[src/rtl/bcs_pkg.sv]
package bcs_pkg;
  localparam int DATA_W    = 8;
  localparam int FRAC_W    = 6;
  localparam int ACC_W     = 32;
  localparam int CODE_MID  = 1 << (DATA_W - 1);
  localparam int CODE_MIN  = 1;
  localparam int CODE_MAX  = (1 << DATA_W) - 2;
  localparam int CB_MATCH  = 73;
  localparam int CR_MATCH  = 52;

  function automatic logic [DATA_W-1:0] clip_code(input logic signed [ACC_W-1:0] v);
    if (v < ACC_W'(CODE_MIN))      return DATA_W'(CODE_MIN);
    else if (v > ACC_W'(CODE_MAX)) return DATA_W'(CODE_MAX);
    else                           return v[DATA_W-1:0];
  endfunction
endpackage

[src/rtl/bcs_luma_path.sv]
module bcs_luma_path
  import bcs_pkg::*;
(
  input  logic              clk_i,
  input  logic              rst_ni,
  input  logic [2:0]        en_i,
  input  logic [DATA_W-1:0] y_i,
  input  logic [DATA_W-1:0] contrast_i,
  input  logic [DATA_W-1:0] bright_i,
  output logic [DATA_W-1:0] y_o
);
  localparam int PROD_W = 2 * DATA_W;

  logic [PROD_W-1:0]       prod_q;
  logic signed [ACC_W-1:0] sum_q;
  logic signed [ACC_W-1:0] sum_d;

  always_comb begin
    sum_d = signed'(ACC_W'(prod_q >> FRAC_W)) + signed'(ACC_W'(bright_i))
            - signed'(ACC_W'(CODE_MID));
  end

  always_ff @(posedge clk_i or negedge rst_ni) begin
    if (!rst_ni) begin
      prod_q <= '0;
      sum_q  <= '0;
      y_o    <= '0;
    end else begin
      if (en_i[0]) prod_q <= PROD_W'(y_i) * PROD_W'(contrast_i);
      if (en_i[1]) sum_q  <= sum_d;
      if (en_i[2]) y_o    <= clip_code(sum_q);
    end
  end


  luma_hold_chk: assert property (@(posedge clk_i) disable iff (!rst_ni)
    !en_i[2] |=> $stable(y_o));
endmodule

[src/rtl/bcs_chroma_path.sv]
module bcs_chroma_path
  import bcs_pkg::*;
#(
  parameter int MATCH = 64
) (
  input  logic              clk_i,
  input  logic              rst_ni,
  input  logic [2:0]        en_i,
  input  logic [DATA_W-1:0] c_i,
  input  logic [DATA_W-1:0] cgain_i,
  input  logic [DATA_W-1:0] sat_i,
  output logic [DATA_W-1:0] c_o
);
  localparam logic signed [ACC_W-1:0] MATCH_S = ACC_W'(MATCH);
  localparam logic signed [ACC_W-1:0] MID_S   = ACC_W'(CODE_MID);

  logic signed [ACC_W-1:0] diff, gain_s, sat_s;
  logic signed [ACC_W-1:0] agc_q, match_q, sat_d;

  always_comb begin
    diff   = signed'(ACC_W'(c_i)) - MID_S;
    gain_s = signed'(ACC_W'(cgain_i));
    sat_s  = signed'(ACC_W'(sat_i));
    sat_d  = ((match_q * sat_s) >>> FRAC_W) + MID_S;
  end

  always_ff @(posedge clk_i or negedge rst_ni) begin
    if (!rst_ni) begin
      agc_q   <= '0;
      match_q <= '0;
      c_o     <= '0;
    end else begin
      if (en_i[0]) agc_q   <= (diff * gain_s) >>> FRAC_W;
      if (en_i[1]) match_q <= (agc_q * MATCH_S) >>> FRAC_W;
      if (en_i[2]) c_o     <= clip_code(sat_d);
    end
  end


  chroma_hold_chk: assert property (@(posedge clk_i) disable iff (!rst_ni)
    !en_i[2] |=> $stable(c_o));

  zero_diff_chk: assert property (@(posedge clk_i) disable iff (!rst_ni)
    en_i[0] && c_i == DATA_W'(CODE_MID) |=> agc_q == '0);
endmodule

[src/rtl/bcs_proc.sv]
module bcs_proc
  import bcs_pkg::*;
(
  input  logic              clk_i,
  input  logic              rst_ni,
  input  logic              valid_i,
  input  logic [DATA_W-1:0] y_i,
  input  logic [DATA_W-1:0] cb_i,
  input  logic [DATA_W-1:0] cr_i,
  input  logic [DATA_W-1:0] contrast_i,
  input  logic [DATA_W-1:0] bright_i,
  input  logic [DATA_W-1:0] sat_i,
  input  logic [DATA_W-1:0] cgain_i,
  output logic              valid_o,
  output logic [DATA_W-1:0] y_o,
  output logic [DATA_W-1:0] cb_o,
  output logic [DATA_W-1:0] cr_o
);
  localparam int STAGES = 3;
  localparam int NCOMP  = 2;

  logic [STAGES-1:0]             vld_q;
  logic [STAGES-1:0]             stage_en;
  logic [NCOMP-1:0][DATA_W-1:0]  c_in;
  logic [NCOMP-1:0][DATA_W-1:0]  c_out;

  always_ff @(posedge clk_i or negedge rst_ni) begin
    if (!rst_ni) vld_q <= '0;
    else         vld_q <= {vld_q[STAGES-2:0], valid_i};
  end

  assign stage_en = {vld_q[STAGES-2:0], valid_i};
  assign valid_o  = vld_q[STAGES-1];
  assign c_in     = {cr_i, cb_i};
  assign cb_o     = c_out[0];
  assign cr_o     = c_out[1];

  bcs_luma_path u_luma (
    .clk_i      (clk_i),
    .rst_ni     (rst_ni),
    .en_i       (stage_en),
    .y_i        (y_i),
    .contrast_i (contrast_i),
    .bright_i   (bright_i),
    .y_o        (y_o)
  );

  for (genvar k = 0; k < NCOMP; k++) begin : g_chroma
    bcs_chroma_path #(
      .MATCH ((k == 0) ? CB_MATCH : CR_MATCH)
    ) u_chroma (
      .clk_i   (clk_i),
      .rst_ni  (rst_ni),
      .en_i    (stage_en),
      .c_i     (c_in[k]),
      .cgain_i (cgain_i),
      .sat_i   (sat_i),
      .c_o     (c_out[k])
    );
  end


  latency_chk: assert property (@(posedge clk_i) disable iff (!rst_ni)
    valid_o == $past(valid_i, 3));

  code_range_chk: assert property (@(posedge clk_i) disable iff (!rst_ni)
    valid_o |-> (y_o >= DATA_W'(CODE_MIN) && y_o <= DATA_W'(CODE_MAX) &&
                 cb_o >= DATA_W'(CODE_MIN) && cb_o <= DATA_W'(CODE_MAX) &&
                 cr_o >= DATA_W'(CODE_MIN) && cr_o <= DATA_W'(CODE_MAX)));

  neutral_cb_chk: assert property (@(posedge clk_i) disable iff (!rst_ni)
    valid_o && $past(cb_i, 3) == DATA_W'(CODE_MID) |-> cb_o == DATA_W'(CODE_MID));

  sat_zero_chk: assert property (@(posedge clk_i) disable iff (!rst_ni)
    valid_o && $past(sat_i) == '0 |-> cb_o == DATA_W'(CODE_MID) && cr_o == DATA_W'(CODE_MID));
endmodule

[config.mk]
export PLATFORM = sky130hd
export DESIGN_NAME = bcs_proc
export DESIGN_NICKNAME = d
export VERILOG_FILES = /design/src/rtl/bcs_pkg.sv /design/src/rtl/bcs_luma_path.sv /design/src/rtl/bcs_chroma_path.sv /design/src/rtl/bcs_proc.sv
export SDC_FILE = /design/constraint.sdc
export NUM_CORES = 1
export LEC_CHECK = 0
export BUFFER_PORTS_ARGS = -buffer_cell sky130_fd_sc_hd__buf_2
export CAP_MARGIN = 20
export CELL_PAD_IN_SITES_DETAIL_PLACEMENT = 1
export CELL_PAD_IN_SITES_GLOBAL_PLACEMENT = 1
export CORE_MARGIN = 4
export CORE_UTILIZATION = 46
export CTS_CLUSTER_SIZE = 16
export DETAILED_ROUTE_END_ITERATION = 10
export GPL_TIMING_DRIVEN = 0
export HOLD_SLACK_MARGIN = 0.12
export PLACE_DENSITY = 0.92
export SYNTH_ARGS = -nofsm -noshare
export SYNTH_HDL_FRONTEND = slang
export SYNTH_HIERARCHICAL = 1
export SYNTH_SLANG_ARGS = --single-unit
export TNS_END_PERCENT = 5
[constraint.sdc]
create_clock -name clk_i -period 6.65 [get_ports clk_i]
set_input_delay 1.33 -clock clk_i [delete_from_list [all_inputs] [get_ports clk_i]]
set_output_delay 1.33 -clock clk_i [all_outputs]
set_load 0.1 [all_outputs]
==> results by group <==
Placed design
  – Gpl congestion: 0.881
  – Post-DP HPWL: 55.7 mm
  – Dpl ws: -1.35 ns
  – DP Area: 24800 µm²
  – I/O Buffers: 83

Worst setup path
  – Crit path DAT: 7.55 ns
  – WP data required: 6.95 ns
  – Crit-path cells: buf_6 -> clkbuf_8 -> buf_2 -> nand2_1 -> fa_1 -> inv_1 -> fa_1 -> ha_1 -> inv_1 -> fa_1 -> inv_1 -> ha_4 -> a211o_4 -> a21oi_4 -> a21oi_4 -> a211o_1 -> a221o_1 -> a311o_1 -> a2111o_1 -> o2bb2ai_4 -> buf_6 -> or4b_4 -> o211ai_2
  – Critical Path Source Type: input pin
  – R2R cell count: 24
  – CP Capture Type: register
  – Slowest CP cell: fa_1
  – CP endpoint: g_chroma[0].u_chroma/c_o[0]$_DFFE_PN0P_
  – Reg2reg start: g_chroma[0].u_chroma/match_q[13]$_DFFE_PN0P_
  – Largest fanout on the critical path: 9
  – Setup slack, reg-to-reg: -0.23 ns
  – Critical path type: input pin to register
  – Worst R2R End: g_chroma[0].u_chroma/c_o[0]$_DFFE_PN0P_
  – CP max stage delay: slightly above 0.6 ns
  – Crit path from: sat_i[2]

Clocking
  – Sink Count: 100
  – Clk buf depth: 2
  – CTS tree: done
  – Clock insertion delay at the later pin of the skew report: ~0.37 ns
  – Htree depth: 3
  – Worst-path clk slew: approximately 0.080 ns
  – Hold Buf Count CTS: 0
  – CTS root buffer: clkbuf_16
  – Total CTS buffers: 9

GRT
  – GRT Resource Usage Total: 0.266
  – Gr ovfl total: 0
  – First-pass GRT wire length: 117 mm
  – Vias in the first global route: 22.6k
  – Largest net degree at the start of global routing: between 50 and 60
  – Initial antenna violation count: 1

Timing
  – Crit share post-route: 1.09
  – Final setup violation count: 16
  – Worst slew pin tran: 0.795 ns
  – Fin Hold WS: 0.496 ns
  – Fmax: around 140 MHz
  – Worst Clk Skew: 0.0114 ns
  – RSZ-0062 raised after global routing: true
  – Period minus WS final: roughly 7.2 ns
  – Hold Violations, Final: 0
  – Slew Limit Fails: 0
  – Setup ws final: -0.598 ns
  – Normalized max-slew margin: 0.470

Worst hold path
  – HP Class: register to register

Detailed routing
  – Via density: 5.65
  – Antenna Nets Post-Route: 0
  – DRC: 0
  – TritonRoute pass-1 iters: 5
  – DR WL/cell: 20.9 µm
  – Final WL: between 70 and 80 mm
  – Drt first-iter violations: 1085
  – Vias: 19.3k

Logic synthesis
  – Flop and latch count out of synthesis: 100
  – Number of synthesized flops with an enable pin: 0
  – Ys async rst share: 1.00
  – Synth top area cells: fa_1 (29%), ha_1 (16%), dfrtp_1 (11%), inv_1 (9.2%), and2_1 (6.2%)
  – Cells after synthesis: 2601
  – Post-synthesis average cell area: 8.98 µm²
  – Netlist cell types: 107
  – Synthesized area: 23400 µm²
  – Top FF cell, synth: dfrtp_1
  – Post-synth top area cell: fa_1
  – Synthesized Nets: between 3k and 4k
  – Post-synthesis sequential area ratio: 0.107
  – Warnings, synthesis: 6
  – Synth top area share: 0.286

Finish
  – Commonest cells after routing, fill and taps aside: inv_1 (562), fa_1 (329), ha_1 (279)
  – Post-layout util: 0.518
  – Share of cells above drive strength 1: 0.129
  – Finished Cell Area: 26000 µm²
  – Nets: about 3.4k
  – Most common cell after layout, fill and taps aside: inv_1
  – Layout area overhead: 11.3%

Die
  – Placement row count: 82
  – Die Height: 233 µm
  – Initial Utilization: 0.465
  – Core area: 50200 µm²
  – Die area: ~54000 µm²
  – Die Wd: about 230 µm
  – Num ports: 84

Outcome
  – Failing checks: negative setup slack
  – Status: finished, violations left

Flow run
  – Max-Cap Viols: 0
flip-flops by register name (all words and copies together), names as in the netlist:
name	cells
g_chroma.u_chroma/agc_q	24
g_chroma.u_chroma/match_q	27
u_luma/prod_q	10
u_luma/sum_q	12
u_luma/y_o	8
g_chroma.u_chroma/c_o	16
vld_q	3
how the worst min path moves through the flow:
stage                                            startpoint  slack (ns)                                       to  cells past startpoint
floorplan                                vld_q[0]$_DFF_PN0_        0.39                       vld_q[1]$_DFF_PN0_                      0
global placement    g_chroma[0].u_chroma/c_o[5]$_DFFE_PN0P_        0.47  g_chroma[0].u_chroma/c_o[5]$_DFFE_PN0P_                      1
detailed placement  g_chroma[0].u_chroma/c_o[4]$_DFFE_PN0P_        0.47  g_chroma[0].u_chroma/c_o[4]$_DFFE_PN0P_                      1
CTS                 g_chroma[0].u_chroma/c_o[4]$_DFFE_PN0P_        0.49  g_chroma[0].u_chroma/c_o[4]$_DFFE_PN0P_                      1
global route        g_chroma[0].u_chroma/c_o[1]$_DFFE_PN0P_        0.51  g_chroma[0].u_chroma/c_o[1]$_DFFE_PN0P_                      1
finish              g_chroma[0].u_chroma/c_o[4]$_DFFE_PN0P_        0.50  g_chroma[0].u_chroma/c_o[4]$_DFFE_PN0P_                      1
synth_stat cells (9+ instances only):
library cell / count
inv_1: 570
fa_1: 334
ha_1: 294
and2_1: 232
nand2_1: 216
dfrtp_1: 100
a21oi_1: 87
xnor2_1: 75
nor2_1: 63
o21ai_0: 51
clkbuf_1: 43
mux2_2: 41
a21o_1: 38
nand3_1: 26
nor3_1: 26
xor2_1: 23
nor2b_1: 21
o211ai_1: 21
nand2b_1: 17
o21a_1: 17
and3_1: 16
a31oi_1: 13
nand4_1: 13
nor4_1: 13
o21bai_1: 12
mux2i_1: 11
o31ai_1: 10
or3_1: 10
a211o_1: 9
cells by family after synthesis:
kind of cell | synth area share
flip-flops | 0.107
multiplexers | 0.0245
adder cells (fa/ha/maj) | 0.444
buffers and inverters | 0.103
AO/OA/AOI/OAI | 0.118
AND/OR/NAND/NOR | 0.165
XOR/XNOR | 0.0379
layer usage:
metal	share of wire	track usage	vias up
met5	0.00076	0.00919	-
met4	0.052	0.129	2
met3	0.037	0.0340	249
met2	0.53	0.501	549
met1	0.38	0.294	9844
li1	-	-	8632
repair_timing:
item	CTS	global route
pin swaps	56	5
buffers inserted	36	2
resized for setup	100	31
endpoints found under the setup margin	20	22
critical path: cells and delay by family:
kind | cells | cell delay, ns
buffers and inverters | 7 | 0.81
adders and majority gates | 5 | 2.27
and+or+nand+nor | 2 | 0.58
AOI/OAI and AO/OA | 9 | 2.56
per-stage QoR:
| step | TNS, ns | cells |
|---|---|---|
| global route | -8.72 | 3411 |
| detailed placement | -21.61 | 3357 |
| finish | -5.99 | 3412 |
| global placement | -14.50 | 3356 |
| CTS | -2.97 | 3409 |
| floorplan | -2.20 | 2601 |
layout make-up:
type	count	area (µm²)
antenna	1	2.50
fill	5768	24200
multi-input combinational	1870	19000
inverter	574	2160
tap	672	841
timing repair buffer	122	779
buffer	57	423
clock buffer	9	225
clock inverter	7	80.1
sequential	100	2500
Power is left out: the tool's default activity adds up to more than one toggle a clock period on the data nets, which glitch-free logic cannot reach.
